File: src/rtl/rcag_pkg.sv
package rcag_pkg;

    typedef enum logic [2:0] {
        ACT_HOLD     = 3'd0,
        ACT_LOAD_A   = 3'd1,
        ACT_LOAD_I   = 3'd2,
        ACT_LOAD_AI  = 3'd3,
        ACT_STEP_REV = 3'd4,
        ACT_STEP_LIN = 3'd5
    } rcag_act_e;

endpackage

File: src/rtl/rcag_rev_adder.sv
module rcag_rev_adder #(
    parameter int W = 16
) (
    input  logic [W-1:0] a,
    input  logic [W-1:0] b,
    output logic [W-1:0] s
);
    // cin[i] is the carry entering bit i; it comes from bit i+1.
    logic [W-1:0] cin;

    assign cin[W-1] = 1'b0;

    for (genvar i = W - 1; i >= 0; i--) begin : g_bit
        assign s[i] = a[i] ^ b[i] ^ cin[i];
        if (i > 0) begin : g_carry
            assign cin[i-1] = (a[i] & b[i]) | (a[i] & cin[i]) | (b[i] & cin[i]);
        end
    end

    // a zero index leaves the address unchanged
    always_comb begin
        if (b == '0) begin
            a_r4_zero_index: assert (s == a);
        end
    end

endmodule

File: src/rtl/rcag_fwd_adder.sv
module rcag_fwd_adder #(
    parameter int W = 16
) (
    input  logic [W-1:0] a,
    input  logic [W-1:0] b,
    output logic [W-1:0] s
);
    // c[i] is the carry entering bit i; it comes from bit i-1.
    logic [W-1:0] c;

    assign c[0] = 1'b0;

    for (genvar i = 0; i < W; i++) begin : g_bit
        assign s[i] = a[i] ^ b[i] ^ c[i];
        if (i < W - 1) begin : g_carry
            assign c[i+1] = (a[i] & b[i]) | (a[i] & c[i]) | (b[i] & c[i]);
        end
    end

endmodule

File: src/rtl/rcag_ctrl.sv
module rcag_ctrl
    import rcag_pkg::*;
(
    input  logic      addr_ld,
    input  logic      idx_ld,
    input  logic      step,
    input  logic      rev_mode,
    output rcag_act_e act
);
    always_comb begin
        if (addr_ld && idx_ld) begin
            act = ACT_LOAD_AI;
        end else if (addr_ld) begin
            act = ACT_LOAD_A;
        end else if (idx_ld) begin
            act = ACT_LOAD_I;
        end else if (step) begin
            act = rev_mode ? ACT_STEP_REV : ACT_STEP_LIN;
        end else begin
            act = ACT_HOLD;
        end
    end

    // a load always wins over a step
    always_comb begin
        if (addr_ld || idx_ld) begin
            a_r8_load_first: assert (act != ACT_STEP_REV && act != ACT_STEP_LIN);
        end
    end

endmodule

File: src/rtl/rev_carry_agen.sv
module rev_carry_agen
    import rcag_pkg::*;
#(
    parameter int W = 16
) (
    input  logic         clk,
    input  logic         rst_n,
    input  logic         addr_ld,
    input  logic [W-1:0] addr_ld_val,
    input  logic         idx_ld,
    input  logic [W-1:0] idx_ld_val,
    input  logic         step,
    input  logic         rev_mode,
    output logic [W-1:0] addr_out
);
    typedef struct packed {
        logic [W-1:0] addr;
        logic [W-1:0] idx;
    } regs_t;

    regs_t     regs_d, regs_q;
    rcag_act_e act;
    logic [W-1:0] rev_sum;
    logic [W-1:0] lin_sum;

    rcag_ctrl u_ctrl (
        .addr_ld  (addr_ld),
        .idx_ld   (idx_ld),
        .step     (step),
        .rev_mode (rev_mode),
        .act      (act)
    );

    rcag_rev_adder #(.W(W)) u_rev (
        .a (regs_q.addr),
        .b (regs_q.idx),
        .s (rev_sum)
    );

    rcag_fwd_adder #(.W(W)) u_fwd (
        .a (regs_q.addr),
        .b (regs_q.idx),
        .s (lin_sum)
    );

    always_comb begin
        regs_d = regs_q;
        unique case (act)
            ACT_LOAD_A:   regs_d.addr = addr_ld_val;
            ACT_LOAD_I:   regs_d.idx  = idx_ld_val;
            ACT_LOAD_AI: begin
                regs_d.addr = addr_ld_val;
                regs_d.idx  = idx_ld_val;
            end
            ACT_STEP_REV: regs_d.addr = rev_sum;
            ACT_STEP_LIN: regs_d.addr = lin_sum;
            default:      regs_d = regs_q;
        endcase
    end

    always_ff @(posedge clk or negedge rst_n) begin
        if (!rst_n) begin
            regs_q <= '0;
        end else begin
            regs_q <= regs_d;
        end
    end

    assign addr_out = regs_q.addr;

    function automatic logic [W-1:0] fill_down(input logic [W-1:0] v);
        logic [W-1:0] r;
        r = v;
        for (int k = 0; k < W; k++) begin
            r = r | (r >> 1);
        end
        return r;
    endfunction

    a_r2_addr_load: assert property (@(posedge clk) disable iff (!rst_n)
        addr_ld |=> addr_out == $past(addr_ld_val));

    a_r3_idx_load: assert property (@(posedge clk) disable iff (!rst_n)
        idx_ld |=> regs_q.idx == $past(idx_ld_val));

    a_r6_high_bits_kept: assert property (@(posedge clk) disable iff (!rst_n)
        (step && rev_mode && !addr_ld && !idx_ld)
        |=> ((addr_out ^ $past(addr_out)) & ~fill_down($past(regs_q.idx))) == '0);

    a_r7_linear_step: assert property (@(posedge clk) disable iff (!rst_n)
        (step && !rev_mode && !addr_ld && !idx_ld)
        |=> addr_out == W'($past(addr_out) + $past(regs_q.idx)));

    a_r8_idx_load_cancels: assert property (@(posedge clk) disable iff (!rst_n)
        (idx_ld && !addr_ld) |=> $stable(addr_out));

    a_r9_hold: assert property (@(posedge clk) disable iff (!rst_n)
        (!step && !addr_ld && !idx_ld) |=> $stable(addr_out));

endmodule

File: config.mk
export PLATFORM = sky130hd
export DESIGN_NAME = rev_carry_agen
export DESIGN_NICKNAME = d
export VERILOG_FILES = /design/src/rtl/rcag_pkg.sv /design/src/rtl/rcag_rev_adder.sv /design/src/rtl/rcag_fwd_adder.sv /design/src/rtl/rcag_ctrl.sv /design/src/rtl/rev_carry_agen.sv
export SDC_FILE = /design/constraint.sdc
export NUM_CORES = 1
export LEC_CHECK = 0
export BUFFER_PORTS_ARGS = -buffer_cell sky130_fd_sc_hd__buf_2
export CORE_UTILIZATION = 55
export DETAILED_ROUTE_END_ITERATION = 10
export HOLD_SLACK_MARGIN = 0.03
export PLACE_DENSITY_LB_ADDON = 0.08
export SLEW_MARGIN = 40
export SYNTH_ARGS = -nofsm -noshare
export SYNTH_HDL_FRONTEND = slang
export SYNTH_SLANG_ARGS = --single-unit
File: constraint.sdc
create_clock -name clk -period 2.5 [get_ports clk]
set_input_delay 0.125 -clock clk [delete_from_list [all_inputs] [get_ports clk]]
set_output_delay 0.125 -clock clk [all_outputs]
set_load 0.1 [all_outputs]
==> PnR_summary.wiki <==
{| class="wikitable"
! Metric !! Value
|-
| Maxcap violations || 0
|-
| Final core utilization || between 60% and 70%
|-
| Number of port buffers || 53
|-
| Syn Nets || about 350
|-
| TritonCTS clock tree || done
|-
| Average detailed-routed wire length per instance || roughly 15 um
|-
| Commonest cells in the netlist || sky130_fd_sc_hd__nor2_1 (42), sky130_fd_sc_hd__dfrtp_1 (32), sky130_fd_sc_hd__nand2_1 (22)
|-
| Clock latency reported for the late side of the worst-skew pair || roughly 0.28 ns
|-
| Share of flip-flops with an asynchronous set or reset || 100%
|-
| Final hold violations || 0
|-
| Combined area of all synthesized cells || 2610 um^2
|-
| Site Rows || 24
|-
| Ratio of routed vias to standard cells || 5.84
|-
| Slew @ Worst Pin || 0.487 ns
|-
| GRT Residual Overflow || 0
|-
| Setup_tns || 0 ns
|-
| Wire length of the first global-routing pass || between 9000 and 10000 um
|-
| Type of the setup path with the least slack || flop to flop
|-
| Reg-to-reg setup timing slack || between 0.15 and 0.2 ns
|-
| Fin Clk Skew || 0.00791 ns
|-
| H-Tree Level Count || 2
|-
| Part of the cycle the worst path needs || about 93%
|-
| Max Transition Viols Final || 0
|-
| I/O pin count || 54
|-
| Final total power || 0.00221 W
|-
| Initial cell density of the core || about 59%
|-
| Slowest cell on the critical path || sky130_fd_sc_hd__dfrtp_1
|-
| Die Footprint || 5020 um^2
|-
| Post-synthesis register bit count || 32
|-
| 1st-pass router iterations || 6
|-
| Most common cell in the synthesized netlist || sky130_fd_sc_hd__nor2_1
|-
| Global placer's final weighted congestion || 0.908
|-
| Cells along the critical path || ha_1 > nor3_2 > nand2_1 > a311oi_4 > buf_4 > a21oi_2 > a211oi_2 > mux2i_1 > nand2_1
|-
| Initial drt markers || 96
|-
| Number of antenna violations at the first check in global routing || 0
|-
| Synth top area cells || sky130_fd_sc_hd__dfrtp_1 (31%), sky130_fd_sc_hd__mux2_2 (7.8%), sky130_fd_sc_hd__ha_1 (7.7%)
|-
| Total leakage power || between 1 and 1.5 nW
|-
| Fin worst setup slack || around 0.17 ns
|-
| Unrepaired setup endpoints after global routing || no
|-
| Remaining antenna violation count after routing || 0
|-
| Maximum clock frequency || 430 MHz
|-
| Number of instances in the synthesized netlist || 292
|-
| Average instance area after synthesis || about 9 um^2
|-
| Buffer cell driving the clock tree root || sky130_fd_sc_hd__clkbuf_8
|-
| Detailed Route WL || around 5700 um
|-
| Endpoint class of the critical path || flop
|-
| Via count || 2250
|-
| Cell with the most instances on the worst path || sky130_fd_sc_hd__nand2_1
|-
| Clock tree sinks || 32
|-
| Count of flip-flops with a built-in enable after synthesis || 0
|-
| Area grow syn2layout || 11.7%
|-
| CP Max Fanout || 4
|-
| Clk slew on worst S/H paths || around 0.07 ns
|-
| Combined area of the multi-input logic cells || roughly 1600 um^2
|-
| Power per standard cell area || 761 nW/um^2
|-
| Post-synthesis sequential area ratio || a little under a third
|-
| Area share of the largest cell type after synthesis || a little under a third
|-
| Sequential standard cell area || around 800 um^2
|-
| Number of global-route vias before repair || 2083
|-
| Number of failing setup endpoints in the final timing report || 0
|-
| Deepest clock path buffer count || 2
|-
| X dimension of the die || a little over 70 um
|-
| Number of remaining DRC errors || 0
|-
| Post-layout min period || ~2.3 ns
|-
| Count of unique library cells instantiated by Yosys || 57
|-
| Largest net degree at the start of global routing || 33
|-
| Number of inserted diodes || 0
|-
| Filler cells || between 400 and 500
|-
| Fraction of layout instances using a drive strength above 1 || between 30% and 40%
|-
| Run status || complete, no violations
|-
| # nets final || between 300 and 400
|-
| Global routing usage summed across all routing layers || roughly a quarter
|-
| Number of buffers created by CTS || 5
|-
| Final hold slack || between 0.05 and 0.06 ns
|-
| Startpoint kind of the worst setup timing path || flop
|-
| Most used flip-flop cell after synthesis || sky130_fd_sc_hd__dfrtp_1
|-
| Largest stage delay, worst path || between 0.4 and 0.5 ns
|-
| Largest area contributor in the synthesized netlist || sky130_fd_sc_hd__dfrtp_1
|-
| Worst endpoint data arrival time || 2.49 ns
|-
| Worst slew margin relative to its limit || 67.8%
|-
| Area inside the core boundary || 4440 um^2
|-
| Total number of yosys warnings || 0
|-
| Worst hold path type || primary input to flop
|-
| Detail Placement HPWL || roughly 4300 um
|-
| Worst supply voltage drop on vdd || about 0.42 mV
|-
| Height of the die || between 70 and 80 um
|-
| Setup Slack @ Placement || between 0.1 and 0.15 ns
|-
| Required time at the worst-slack endpoint || roughly 2.7 ns
|}
## registers in the layout (all words and copies together) (netlist names)
name and cells:
addr_out 16, regs_q 16
## cells by family after synthesis
kind of cell / synth area share [%]
xor+xnor: 5.04
compound gates: 22.9
buf+inv: 7.59
fa+ha+maj: 7.68
simple gates: 17.1
mux: 8.93
flops: 30.7
## worst max-delay path, delay by kind of cell, from the launching register on
| family | cells | cell delay [ns] |
|---|---|---|
| multiplexers | 1 | 0.20 |
| adder cells (fa/ha/maj) | 1 | 0.27 |
| flip-flops | 1 | 0.41 |
| AO/OA/AOI/OAI | 3 | 0.66 |
| AND/OR/NAND/NOR | 3 | 0.48 |
| buffers and inverters | 1 | 0.18 |
## layout make-up
cell class / count / share of cell area [%]
inverter: 5 / 0.645
timing repair buffer: 60 / 11.1
sequential: 32 / 27.5
tap: 52 / 2.23
clock buffer: 8 / 3.09
multi-input combinational: 228 / 55.4
## metal layers
layer	vias to the layer above	wire, um	global-route usage, %
met5	-	0	0
met4	0	38	5.33
met3	4	200	4.27
met2	48	2780	41.3
met1	1069	2640	32.8
li1	1129	-	-
## through the flow
| step | area, um^2 | instances |
|---|---|---|
| 2_1_floorplan | 2610 | 292 |
| 3_3_place_gp | 2800 | 375 |
| 3_5_place_dp | 2800 | 375 |
| 4_1_cts | 2900 | 384 |
| 5_1_grt | 2910 | 385 |
| 6_report | 2910 | 385 |
## layout by cell type, fill, tap and decap left out, types with 5 or more instances in the layout
cell type,n
sky130_fd_sc_hd__mux2_2,18
sky130_fd_sc_hd__dfrtp_1,32
sky130_fd_sc_hd__o21ai_1,12
sky130_fd_sc_hd__o21ai_0,11
sky130_fd_sc_hd__inv_1,5
sky130_fd_sc_hd__ha_1,16
sky130_fd_sc_hd__xor2_1,10
sky130_fd_sc_hd__nor3_1,8
sky130_fd_sc_hd__a21oi_1,20
sky130_fd_sc_hd__nand2_1,22
sky130_fd_sc_hd__nor2_1,42
sky130_fd_sc_hd__xnor2_1,5
sky130_fd_sc_hd__a31oi_1,6
sky130_fd_sc_hd__buf_4,7
sky130_fd_sc_hd__clkbuf_8,6
sky130_fd_sc_hd__buf_2,52
## report_power, final
| group | leakage [nW] | internal (W) | switching, W |
|---|---|---|---|
| sequential | 0.378 | 0.000586 | 0.0000792 |
| clock | 0.0455 | 0.000224 | 0.000186 |
| combinational | 0.882 | 0.000380 | 0.000759 |
| total | 1.31 | 0.00119 | 0.00102 |
## timing repair
item                                    CTS  global route
setup buffers                             0             1
resized for setup                         0             1
endpoints found under the setup margin    0             1
endpoints found under the hold margin    32             0
hold buffers                              1             0
## final timing paths
check                                from      endpoint  cells after the start
min in group asynchronous           rst_n   addr_out[5]                      2
setup reg to reg              addr_out[3]  addr_out[10]                      9
hold / removal             addr_ld_val[0]   addr_out[0]                      3
hold reg to reg                 regs_q[0]     regs_q[0]                      1
max in group asynchronous           rst_n  addr_out[12]                      2
setup / recovery              addr_out[3]  addr_out[10]                      9
Power figures use the tool's default switching activity.
